===== src/rtl/rsc_pkg.sv =====
package rsc_pkg;
  localparam int unsigned STAT_W    = 8;
  localparam int unsigned FORCE_BIT = 0;
  localparam int unsigned LV_BIT    = 1;
  localparam int unsigned DBG_BIT   = 2;
  localparam int unsigned ILL_BIT   = 3;

  localparam logic [STAT_W-1:0] STAT_AFTER_POR = STAT_W'(1 << LV_BIT);
  localparam logic [STAT_W-1:0] FORCE_MASK     = STAT_W'(1 << FORCE_BIT);

  typedef enum logic {
    SEL_STATUS = 1'b0,
    SEL_FORCE  = 1'b1
  } reg_sel_e;

  typedef struct packed {
    logic por;
    logic lv;
    logic dbg;
    logic ill;
  } cause_t;
endpackage


===== src/rtl/rsc_rst_sync.sv =====
module rsc_rst_sync #(
  parameter int unsigned SYNC_STAGES = 2
) (
  input  logic clk,
  input  logic rst_n,
  output logic rst_sync_n
);
  logic [SYNC_STAGES-1:0] chain_q;
  logic [SYNC_STAGES-1:0] chain_d;

  generate
    if (SYNC_STAGES == 1) begin : g_one
      always_comb chain_d = 1'b1;
    end else begin : g_many
      always_comb chain_d = {chain_q[SYNC_STAGES-2:0], 1'b1};
    end
  endgenerate

  always_ff @(posedge clk or negedge rst_n) begin
    if (!rst_n) chain_q <= '0;
    else        chain_q <= chain_d;
  end

  assign rst_sync_n = chain_q[SYNC_STAGES-1];
endmodule


===== src/rtl/rsc_regport.sv =====
module rsc_regport
  import rsc_pkg::*;
(
  input  logic              wr_en,
  input  logic              reg_sel,
  input  logic              wr_dbg,
  input  logic [STAT_W-1:0] wr_data,
  input  logic [STAT_W-1:0] status,
  output logic              force_req,
  output logic [STAT_W-1:0] rd_data
);
  logic sel_force;

  always_comb begin
    sel_force = (reg_sel_e'(reg_sel) == SEL_FORCE);
    // Only debug-tagged writes reach the force control; user writes vanish.
    force_req = wr_en && sel_force && wr_dbg && ((wr_data & FORCE_MASK) != '0);
    // Force register is write-only; status register is read-only.
    rd_data   = sel_force ? '0 : status;
  end
endmodule


===== src/rtl/rsc_cause_merge.sv =====
module rsc_cause_merge
  import rsc_pkg::*;
(
  input  logic   por_evt,
  input  logic   lv_trip,
  input  logic   lv_rst_en,
  input  logic   bad_addr,
  input  logic   force_req,
  output cause_t cause,
  output logic   any_cause
);
  always_comb begin
    cause.por = por_evt;
    cause.lv  = lv_trip && lv_rst_en;
    cause.dbg = force_req;
    cause.ill = bad_addr;
    any_cause = |cause;
  end
endmodule


===== src/rtl/rsc_hold_timer.sv =====
module rsc_hold_timer #(
  parameter int unsigned HOLD_CYCLES = 16
) (
  input  logic clk,
  input  logic rst_n,
  input  logic start,
  output logic accept,
  output logic busy
);
  localparam int unsigned CNT_W = (HOLD_CYCLES > 1) ? $clog2(HOLD_CYCLES) : 1;
  localparam logic [CNT_W-1:0] LAST = CNT_W'(HOLD_CYCLES - 1);

  logic             act_q, act_d;
  logic [CNT_W-1:0] cnt_q, cnt_d;
  logic             tick_en;

  always_comb begin
    accept  = start && !act_q;
    tick_en = act_q || start;
    act_d   = act_q;
    cnt_d   = cnt_q;
    if (act_q) begin
      if (cnt_q == LAST) begin
        act_d = 1'b0;
        cnt_d = '0;
      end else begin
        cnt_d = cnt_q + 1'b1;
      end
    end else if (start) begin
      act_d = 1'b1;
      cnt_d = '0;
    end
  end

  always_ff @(posedge clk or negedge rst_n) begin
    if (!rst_n) begin
      act_q <= 1'b1;
      cnt_q <= '0;
    end else if (tick_en) begin
      act_q <= act_d;
      cnt_q <= cnt_d;
    end
  end

  assign busy = act_q;
endmodule


===== src/rtl/rsc_status_reg.sv =====
module rsc_status_reg
  import rsc_pkg::*;
(
  input  logic              clk,
  input  logic              rst_n,
  input  logic              load,
  input  cause_t            cause,
  output logic [STAT_W-1:0] status
);
  logic [STAT_W-1:0] stat_q, stat_d;

  always_comb begin
    stat_d = '0;
    if (cause.por) begin
      stat_d = STAT_AFTER_POR;
    end else begin
      stat_d[LV_BIT]  = cause.lv;
      stat_d[DBG_BIT] = cause.dbg;
      stat_d[ILL_BIT] = cause.ill;
    end
  end

  always_ff @(posedge clk or negedge rst_n) begin
    if (!rst_n)    stat_q <= STAT_AFTER_POR;
    else if (load) stat_q <= stat_d;
  end

  assign status = stat_q;
endmodule


===== src/rtl/rst_src_ctrl.sv =====
module rst_src_ctrl
  import rsc_pkg::*;
#(
  parameter int unsigned HOLD_CYCLES = 16,
  parameter int unsigned SYNC_STAGES = 2
) (
  input  logic              clk,
  input  logic              rst_n,
  input  logic              por_evt,
  input  logic              lv_trip,
  input  logic              lv_rst_en,
  input  logic              bad_addr,
  input  logic              wr_en,
  input  logic              reg_sel,
  input  logic              wr_dbg,
  input  logic [STAT_W-1:0] wr_data,
  output logic [STAT_W-1:0] rd_data,
  output logic              sys_rst
);
  logic              rst_sync_n;
  logic              force_req;
  cause_t            cause;
  logic              any_cause;
  logic              accept;
  logic              busy;
  logic [STAT_W-1:0] stat_q;

  rsc_rst_sync #(.SYNC_STAGES(SYNC_STAGES)) u_sync (
    .clk        (clk),
    .rst_n      (rst_n),
    .rst_sync_n (rst_sync_n)
  );

  rsc_regport u_port (
    .wr_en     (wr_en),
    .reg_sel   (reg_sel),
    .wr_dbg    (wr_dbg),
    .wr_data   (wr_data),
    .status    (stat_q),
    .force_req (force_req),
    .rd_data   (rd_data)
  );

  rsc_cause_merge u_merge (
    .por_evt   (por_evt),
    .lv_trip   (lv_trip),
    .lv_rst_en (lv_rst_en),
    .bad_addr  (bad_addr),
    .force_req (force_req),
    .cause     (cause),
    .any_cause (any_cause)
  );

  rsc_hold_timer #(.HOLD_CYCLES(HOLD_CYCLES)) u_timer (
    .clk    (clk),
    .rst_n  (rst_sync_n),
    .start  (any_cause),
    .accept (accept),
    .busy   (busy)
  );

  rsc_status_reg u_stat (
    .clk    (clk),
    .rst_n  (rst_sync_n),
    .load   (accept),
    .cause  (cause),
    .status (stat_q)
  );

  assign sys_rst = busy;
endmodule


===== config.mk =====
export PLATFORM = sky130hd
export DESIGN_NAME = rst_src_ctrl
export DESIGN_NICKNAME = d
export VERILOG_FILES = /design/src/rtl/rsc_pkg.sv /design/src/rtl/rsc_rst_sync.sv /design/src/rtl/rsc_regport.sv /design/src/rtl/rsc_cause_merge.sv /design/src/rtl/rsc_hold_timer.sv /design/src/rtl/rsc_status_reg.sv /design/src/rtl/rst_src_ctrl.sv
export SDC_FILE = /design/constraint.sdc
export NUM_CORES = 1
export LEC_CHECK = 0
export BUFFER_PORTS_ARGS = -buffer_cell sky130_fd_sc_hd__buf_4
export CORE_MARGIN = 5
export CORE_UTILIZATION = 33
export DETAILED_ROUTE_END_ITERATION = 16
export REMOVE_ABC_BUFFERS = 1
export SLEW_MARGIN = 20
export SYNTH_ARGS = -nofsm -noshare
export SYNTH_HDL_FRONTEND = slang
export SYNTH_SLANG_ARGS = --single-unit

===== constraint.sdc =====
create_clock -name clk -period 1.3 [get_ports clk]
set_input_delay 0.195 -clock clk [delete_from_list [all_inputs] [get_ports clk]]
set_output_delay 0.195 -clock clk [all_outputs]
set_load 0.01 [all_outputs]

==> out/results.md, run 1 <==
| Stage | Metric | Reported |
|---|---|---|
| status | Outcome | complete, no violations |
| yosys | Synthesized flop and latch total | 10 |
| routing | Vias | 415 |
| timing | Post-route fraction of the period consumed by the critical path | 93.2% |
| global route | Number of global-route vias before repair | 392 |
| job | Max-cap violation count | 0 |
| cts | Clock-pin slew on the worst setup and hold paths | 0.06 ns |
| critical path | Critical-path top delay cell | dfstp_2 |
| placed design | Post-place setup slack | 0.126 ns |
| yosys | Top area cells in the synthesized netlist | dfrtp_1, dfstp_2, buf_4 |
| floorplan | Floorplan row count | 14 |
| floorplan | Die Footprint | 2540 um^2 |
| worst hold path | Classification of the worst-slack hold path | flip-flop to async pin |
| routing | DRC violation total after the first TritonRoute iteration | 3 |
| routing | Antenna Violating Nets Remaining | 0 |
| routing | Routed WL per cell | 11.7 um |
| finish | Number of nets at the end of the flow | 91 |
| yosys | Commonest register cell after synthesis | dfrtp_1 |
| global route | Pin count of the biggest net entering global routing | 13 |
| cts | Clock root buffer | clkbuf_4 |
| routing | Number of remaining DRC errors | 0 |
| yosys | Synth warnings | 0 |
| yosys | Post-synth EDFFs | 0 |
| floorplan | Die outline height | 50.4 um |
| yosys | Post-Syn Area per Cell | 9.80 um^2 |
| power | Overall power consumption | 0.00120 W |
| critical path | Arrival time reported for the critical path endpoint | 1.02 ns |
| timing | Setup WS post-layout | 0.0886 ns |
| floorplan | Placeable core area | 1520 um^2 |
| critical path | CP max stage delay | 0.52 ns |
| timing | Final Skew | 0.00170 ns |
| global route | Initial antenna violation count | 0 |
| yosys | Post-synth top cells | dfrtp_1, nand2_1, o21ai_0 |
| cts | Source-to-sink clock delay at the later pin of the worst-skew pair | 0.26 ns |
| finish | Synth-to-layout area growth | 24.6% |
| routing | Wire length on met1 | 445 um |
| placed design | Routability congestion estimate | 0.742 |
| power | VDD IR max | 0.00106 V |
| floorplan | # IOs | 26 |
| yosys | Post-synth cell types | 24 |
| finish | Total inserted antenna cells | 0 |
| timing | Final count of pins violating max slew | 0 |
| yosys | Ys async rst share | 100% |
| global route | GRT Util Overall | 8.68% |
| timing | Number of failing hold endpoints at the final stage | 0 |
| global route | First-pass GRT wire length | 1.72 mm |
| power | PwrDens | 1790 nW/um^2 |
| cts | Sink count of the clock tree | 10 |
| yosys | Mapped cell area | 539 um^2 |
| timing | Unrepaired setup endpoints after global routing | no |
| timing | Clock period minus final worst setup slack | 1.21 ns |
| finish | Final core utilization | 44.1% |
| cts | H-Tree Depth | 1 |
| critical path | Family with the most delay on the worst path | flip-flops |
| cts | Max clock buf depth | 2 |
| floorplan | Die width | 50.4 um |
| routing | Top layer in use | met3 |
| yosys | Area share of the largest cell type after synthesis | 37.1% |
| routing | Routed length on met3 | 101 um |
| critical path | Sort of element at the end of the critical path | output port |
| routing | Amount of wire on met2 after detailed routing | 471 um |
| critical path | Crit start category | flip-flop |
| critical path | Cell-by-cell listing of the critical path | nor2b_1, buf_4 |
| yosys | Cell type with the largest total area after synthesis | dfrtp_1 |
| yosys | Portion of the post-synthesis area used by sequential elements | 46.9% |
| yosys | Library cell with the highest instance count after synthesis | dfrtp_1 |
| critical path | Maximum net fanout on the critical path | 2 |
| cts | TritonCTS Buffers | 3 |
| timing | Fmax | 0.825 GHz |
| global route | Gr ovfl total | 0 |
| critical path | Classification of the worst setup path | flip-flop to output port |
| finish | Fraction of layout instances using a drive strength above 1 | 32.4% |
| power | Static Leak | 0.307 nW |
| critical path | Combined buffer and inverter count along the critical path | 1 |
| critical path | Req. time, crit path | 1.11 ns |
| yosys | Number of standard cells after synthesis | 55 |
| routing | DRT Wirelength | 1.02 mm |
| placed design | Count of buffers inserted at the top-level ports | 13 |
| timing | Final setup viols | 0 |
| floorplan | Initial core utilization | 35.4% |
| timing | Setup TNS | 0 ns |
| routing | Via-to-Cell Ratio | 4.77 |
| routing | First-pass detailed-route iteration total | 4 |
| placed design | HPWL after detailed placement | 735 um |
| cts | Clock tree from TritonCTS | done |
[state kept, by name, summed over array words and instances, names as in the netlist]
signal and flops:
u_timer.cnt_q 4, u_timer.busy 1, u_sync.chain_q 2, u_stat.status 3
[metal layers]
| layer | track usage (%) | up-vias |
|---|---|---|
| met5 | 0 | - |
| met4 | 5.11 | 0 |
| met3 | 2.96 | 0 |
| met2 | 13.4 | 14 |
| met1 | 10.4 | 189 |
| li1 | - | 212 |
[logic make-up after synthesis]
group	after synthesis	share of synthesized area [%]
AND/OR/NAND/NOR	18	16.9
adder cells (fa/ha/maj)	1	2.32
other	2	1.39
multiplexers	1	1.86
XOR/XNOR	1	1.62
AO/OA/AOI/OAI	13	19.0
buffers and inverters	9	9.98
flip-flops	10	46.9
[through the flow]
step                instances  hold slack (ns)  cell area [um^2]
detailed placement         82          -0.0206               629
floorplan                  53           -0.101               512
global placement           82          -0.0215               629
global route               87            0.158               672
CTS                        87            0.151               669
finish                     87            0.137               672
[where the power goes]
group / internal [W] / switching (W) / total [W]
sequential: 0.000445 / 0.000105 / 0.000550
combinational: 0.000234 / 0.000218 / 0.000452
clock: 0.000107 / 0.0000962 / 0.000203
[placed cells by master (no fill, tap or decap)]
cell            n
xor2_1          1
o32ai_1         1
buf_4          14
and4b_1         1
nor2b_1         1
dlygate4sd3_1   1
nand4_1         2
mux2i_1         1
o21a_1          1
a31oi_1         1
conb_1          6
and2b_2         1
nand3_1         4
dfstp_2         2
ha_2            1
nor2_1          3
a21oi_2         1
nand2_1         6
inv_1           3
a41oi_4         1
o21ai_0         6
clkbuf_4        3
dfrtp_1         8
a311oi_1        1
a21oi_1         1
[timing repair]
| item | in CTS | in global routing |
|---|---|---|
| endpoints found under the hold margin | 2 | 0 |
| gates resized for setup | 0 | 1 |
| endpoints found under the setup margin | 1 | 1 |
| hold buffers | 1 | 0 |
| buffers inserted | 1 | 0 |
[path summary, 6_finish.rpt]
path	from	cells after the start	slack, ns	end
worst max-delay path	u_stat.status[1]$_DFFE_PN1P_	2	0.09	rd_data[1]
worst min-delay path	u_sync.chain_q[1]$_DFF_PN0_	0	0.14	u_timer.cnt_q[0]$_DFFE_PN0P_
worst max register to register	u_timer.cnt_q[0]$_DFFE_PN0P_	4	0.15	u_timer.cnt_q[3]$_DFFE_PN0P_
worst min register to register	u_sync.chain_q[1]$_DFF_PN0_	0	0.14	u_timer.cnt_q[0]$_DFFE_PN0P_
max in group asynchronous	u_sync.chain_q[1]$_DFF_PN0_	0	0.86	u_timer.busy$_DFFE_PN1P_
min in group clk	por_evt	2	0.16	u_stat.status[2]$_DFFE_PN0P_
[area by class of cell]
class                           instances  area, um^2
Timing Repair Buffer                   15         115
Sequential cell                        10         253
Clock buffer                            3        22.5
Multi-Input combinational cell         40         250
Inverter                                3        11.3
Fill cell                             142         852
Tap cell                               16        20.0
No activity file was read; power rests on OpenSTA's default activity.
==> run 2: changes to the inputs <==
Settings changed: CORE_ASPECT_RATIO set to 1.25.
==> run 2 against run 1 <==
Compared with the run above: total power increased by 7.0%; clock skew decreased by 0.0015 ns; sequential share of layout area down 0.89 points; die area increased by 0.19%; clock power is 41% higher; utilization barely moved; first-iteration DRC count shrank 67%; clock-buffer cell count is 1 higher; design area up 2.4%; maximum frequency fell by 1.7%; hold slack lost 0.00069 ns; register-to-register slack about the same; critical endpoint unchanged; largest cell class unchanged.
==> out/results.md, run 2 (synthesis gave the netlist of run 1 again) <==
| Stage | Metric | Reported |
|---|---|---|
| routing | Routed WL per cell | 11.5 um |
| critical path | Crit start category | flip-flop |
| cts | Clock-pin slew on the worst setup and hold paths | 0.07 ns |
| finish | Finished Layout Cells | 90 |
| routing | Antenna Violating Nets Remaining | 0 |
| global route | First-pass GRT wire length | 1.80 mm |
| power | VDD IR max | 0.000798 V |
| finish | Largest register FFs | 4 |
| timing | Number of failing hold endpoints at the final stage | 0 |
| placed design | HPWL after detailed placement | 757 um |
| cts | H-Tree Depth | 1 |
| timing | Final Skew | 0.000241 ns |
| routing | Via-to-Cell Ratio | 4.99 |
| timing | Final setup viols | 0 |
| floorplan | Initial core utilization | 34.5% |
| placed design | Cell area after placement | 632 um^2 |
| power | Overall power consumption | 0.00129 W |
| cts | Clock tree from TritonCTS | done |
| finish | Top register by number of flip-flops | u_timer.cnt_q |
| power | Proportion of total power due to net switching | 34.2% |
| timing | Final count of pins violating max slew | 0 |
| floorplan | Die Footprint | 2550 um^2 |
| routing | Number of remaining DRC errors | 0 |
| timing | Clock period minus final worst setup slack | 1.23 ns |
| routing | Vias | 449 |
| critical path | Sort of element at the end of the critical path | output port |
| power | Psw | 0.000441 W |
| finish | Most frequent standard cell in the layout excluding fill and tap cells | buf_4 |
| finish | Total inserted antenna cells | 0 |
| timing | Post-route fraction of the period consumed by the critical path | 94.8% |
| routing | First-pass detailed-route iteration total | 2 |
| finish | Post-route standard cell area excluding fillers | 688 um^2 |
| floorplan | # IOs | 26 |
| critical path | Req. time, crit path | 1.11 ns |
| placed design | Routability congestion estimate | 0.638 |
| floorplan | Die width | 46.2 um |
| cts | Max clock buf depth | 2 |
| global route | GRT Util Overall | 10.4% |
| critical path | Classification of the worst setup path | flip-flop to output port |
| finish | Number of nets at the end of the flow | 91 |
| floorplan | Placeable core area | 1560 um^2 |
| floorplan | Floorplan row count | 16 |
| job | Max-cap violation count | 0 |
| placed design | Placed Instances | 84 |
| critical path | Maximum net fanout on the critical path | 2 |
| cts | Clock root buffer | clkbuf_4 |
| cts | TritonCTS Buffers | 3 |
| floorplan | Die outline height | 55.2 um |
| finish | Synth-to-layout area growth | 27.6% |
| routing | DRT Wirelength | 1.03 mm |
| critical path | Arrival time reported for the critical path endpoint | 1.04 ns |
| global route | Gr ovfl total | 0 |
| global route | Pin count of the biggest net entering global routing | 15 |
| finish | Leading cell types in the layout, fill and taps excluded | buf_4, dfrtp_1, nand2_1, o21ai_0, conb_1 |
| status | Outcome | complete, no violations |
| cts | Sink count of the clock tree | 10 |
| power | Clock power frac | 22.2% |
| power | PwrDens | 1870 nW/um^2 |
| routing | Amount of wire on met2 after detailed routing | 483 um |
| power | Pint | 0.000848 W |
| routing | Routed length on met3 | 96 um |
| finish | Fraction of layout instances using a drive strength above 1 | 33.3% |
| power | Sequential power share | 42.8% |
| routing | Top layer in use | met4 |
| timing | Setup WS post-layout | 0.0676 ns |
| placed design | Post-place setup slack | 0.136 ns |
| routing | Wire length on met1 | 412 um |
| worst hold path | Classification of the worst-slack hold path | flip-flop to async pin |
| routing | DRC violation total after the first TritonRoute iteration | 1 |
| global route | Initial antenna violation count | 0 |
| timing | Setup TNS | 0 ns |
| timing | Unrepaired setup endpoints after global routing | no |
| power | Static Leak | 0.315 nW |
| cts | Source-to-sink clock delay at the later pin of the worst-skew pair | 0.27 ns |
| global route | Number of global-route vias before repair | 426 |
| power | Combinational Power Share | 35.1% |
| placed design | Count of buffers inserted at the top-level ports | 13 |
| timing | Fmax | 0.811 GHz |
-- run 2: cell count changes in the layout (fill, tap and decap cells not counted), sizes merged --
cell / before / now
clkbuf: 3 / 4
-- run 2: critical path, cell delays in order, from the launching register on --
cell and delay [ns]:
dfstp_2 0.53, nor2b_1 0.12, buf_4 0.12
-- run 2: per-layer routing --
layer / vias up / track usage [%]
met2: 15 / 18.1
met5: - / 0
met4: 0 / 8.53
met3: 5 / 1.94
met1: 210 / 10.6
li1: 219 / -
-- run 2: layout make-up --
class / count / area (um^2)
tap: 18 / 22.5
inverter: 3 / 11.3
clock buffer: 4 / 36.3
timing repair buffer: 15 / 115
multi-input combinational: 40 / 250
fill: 159 / 873
sequential: 10 / 253
-- run 2: final timing paths --
check / start / end / slack (ns) / cells after the start
worst max-delay path: u_stat.status[1]$_DFFE_PN1P_ / rd_data[1] / 0.07 / 2
worst min-delay path: u_sync.chain_q[1]$_DFF_PN0_ / u_timer.cnt_q[1]$_DFFE_PN0P_ / 0.14 / 0
worst max register to register: u_timer.cnt_q[0]$_DFFE_PN0P_ / u_timer.cnt_q[3]$_DFFE_PN0P_ / 0.15 / 4
worst min register to register: u_sync.chain_q[1]$_DFF_PN0_ / u_timer.cnt_q[1]$_DFFE_PN0P_ / 0.14 / 0
max in group asynchronous: u_sync.chain_q[1]$_DFF_PN0_ / u_stat.status[1]$_DFFE_PN1P_ / 0.87 / 0
min in group clk: por_evt / u_stat.status[2]$_DFFE_PN0P_ / 0.14 / 2
-- run 2: through the flow --
step           utilization, %  hold WS, ns
2_1_floorplan               -       -0.101
3_3_place_gp             40.5      -0.0228
3_5_place_dp             40.5      -0.0221
4_1_cts                  43.9        0.139
5_1_grt                  44.1        0.153
6_report                 44.1        0.137
-- run 2: timing repair --
action                     in CTS  in global routing
buffers inserted                1                  0
resized for setup               0                  1
setup endpoints to repair       1                  1
hold buffers                    1                  0
hold endpoints to repair        2                  0
-- run 2: power by group through the flow --
stage,Combinational [W],Sequential [W],Clock (W)
finish,0.000452,0.000551,0.000286
global route,0.000535,0.000573,0.000306
CTS,0.000457,0.000550,0.000295
detailed placement,0.000409,0.000584,0
global placement,0.000403,0.000578,0
floorplan,0.000293,0.000551,0
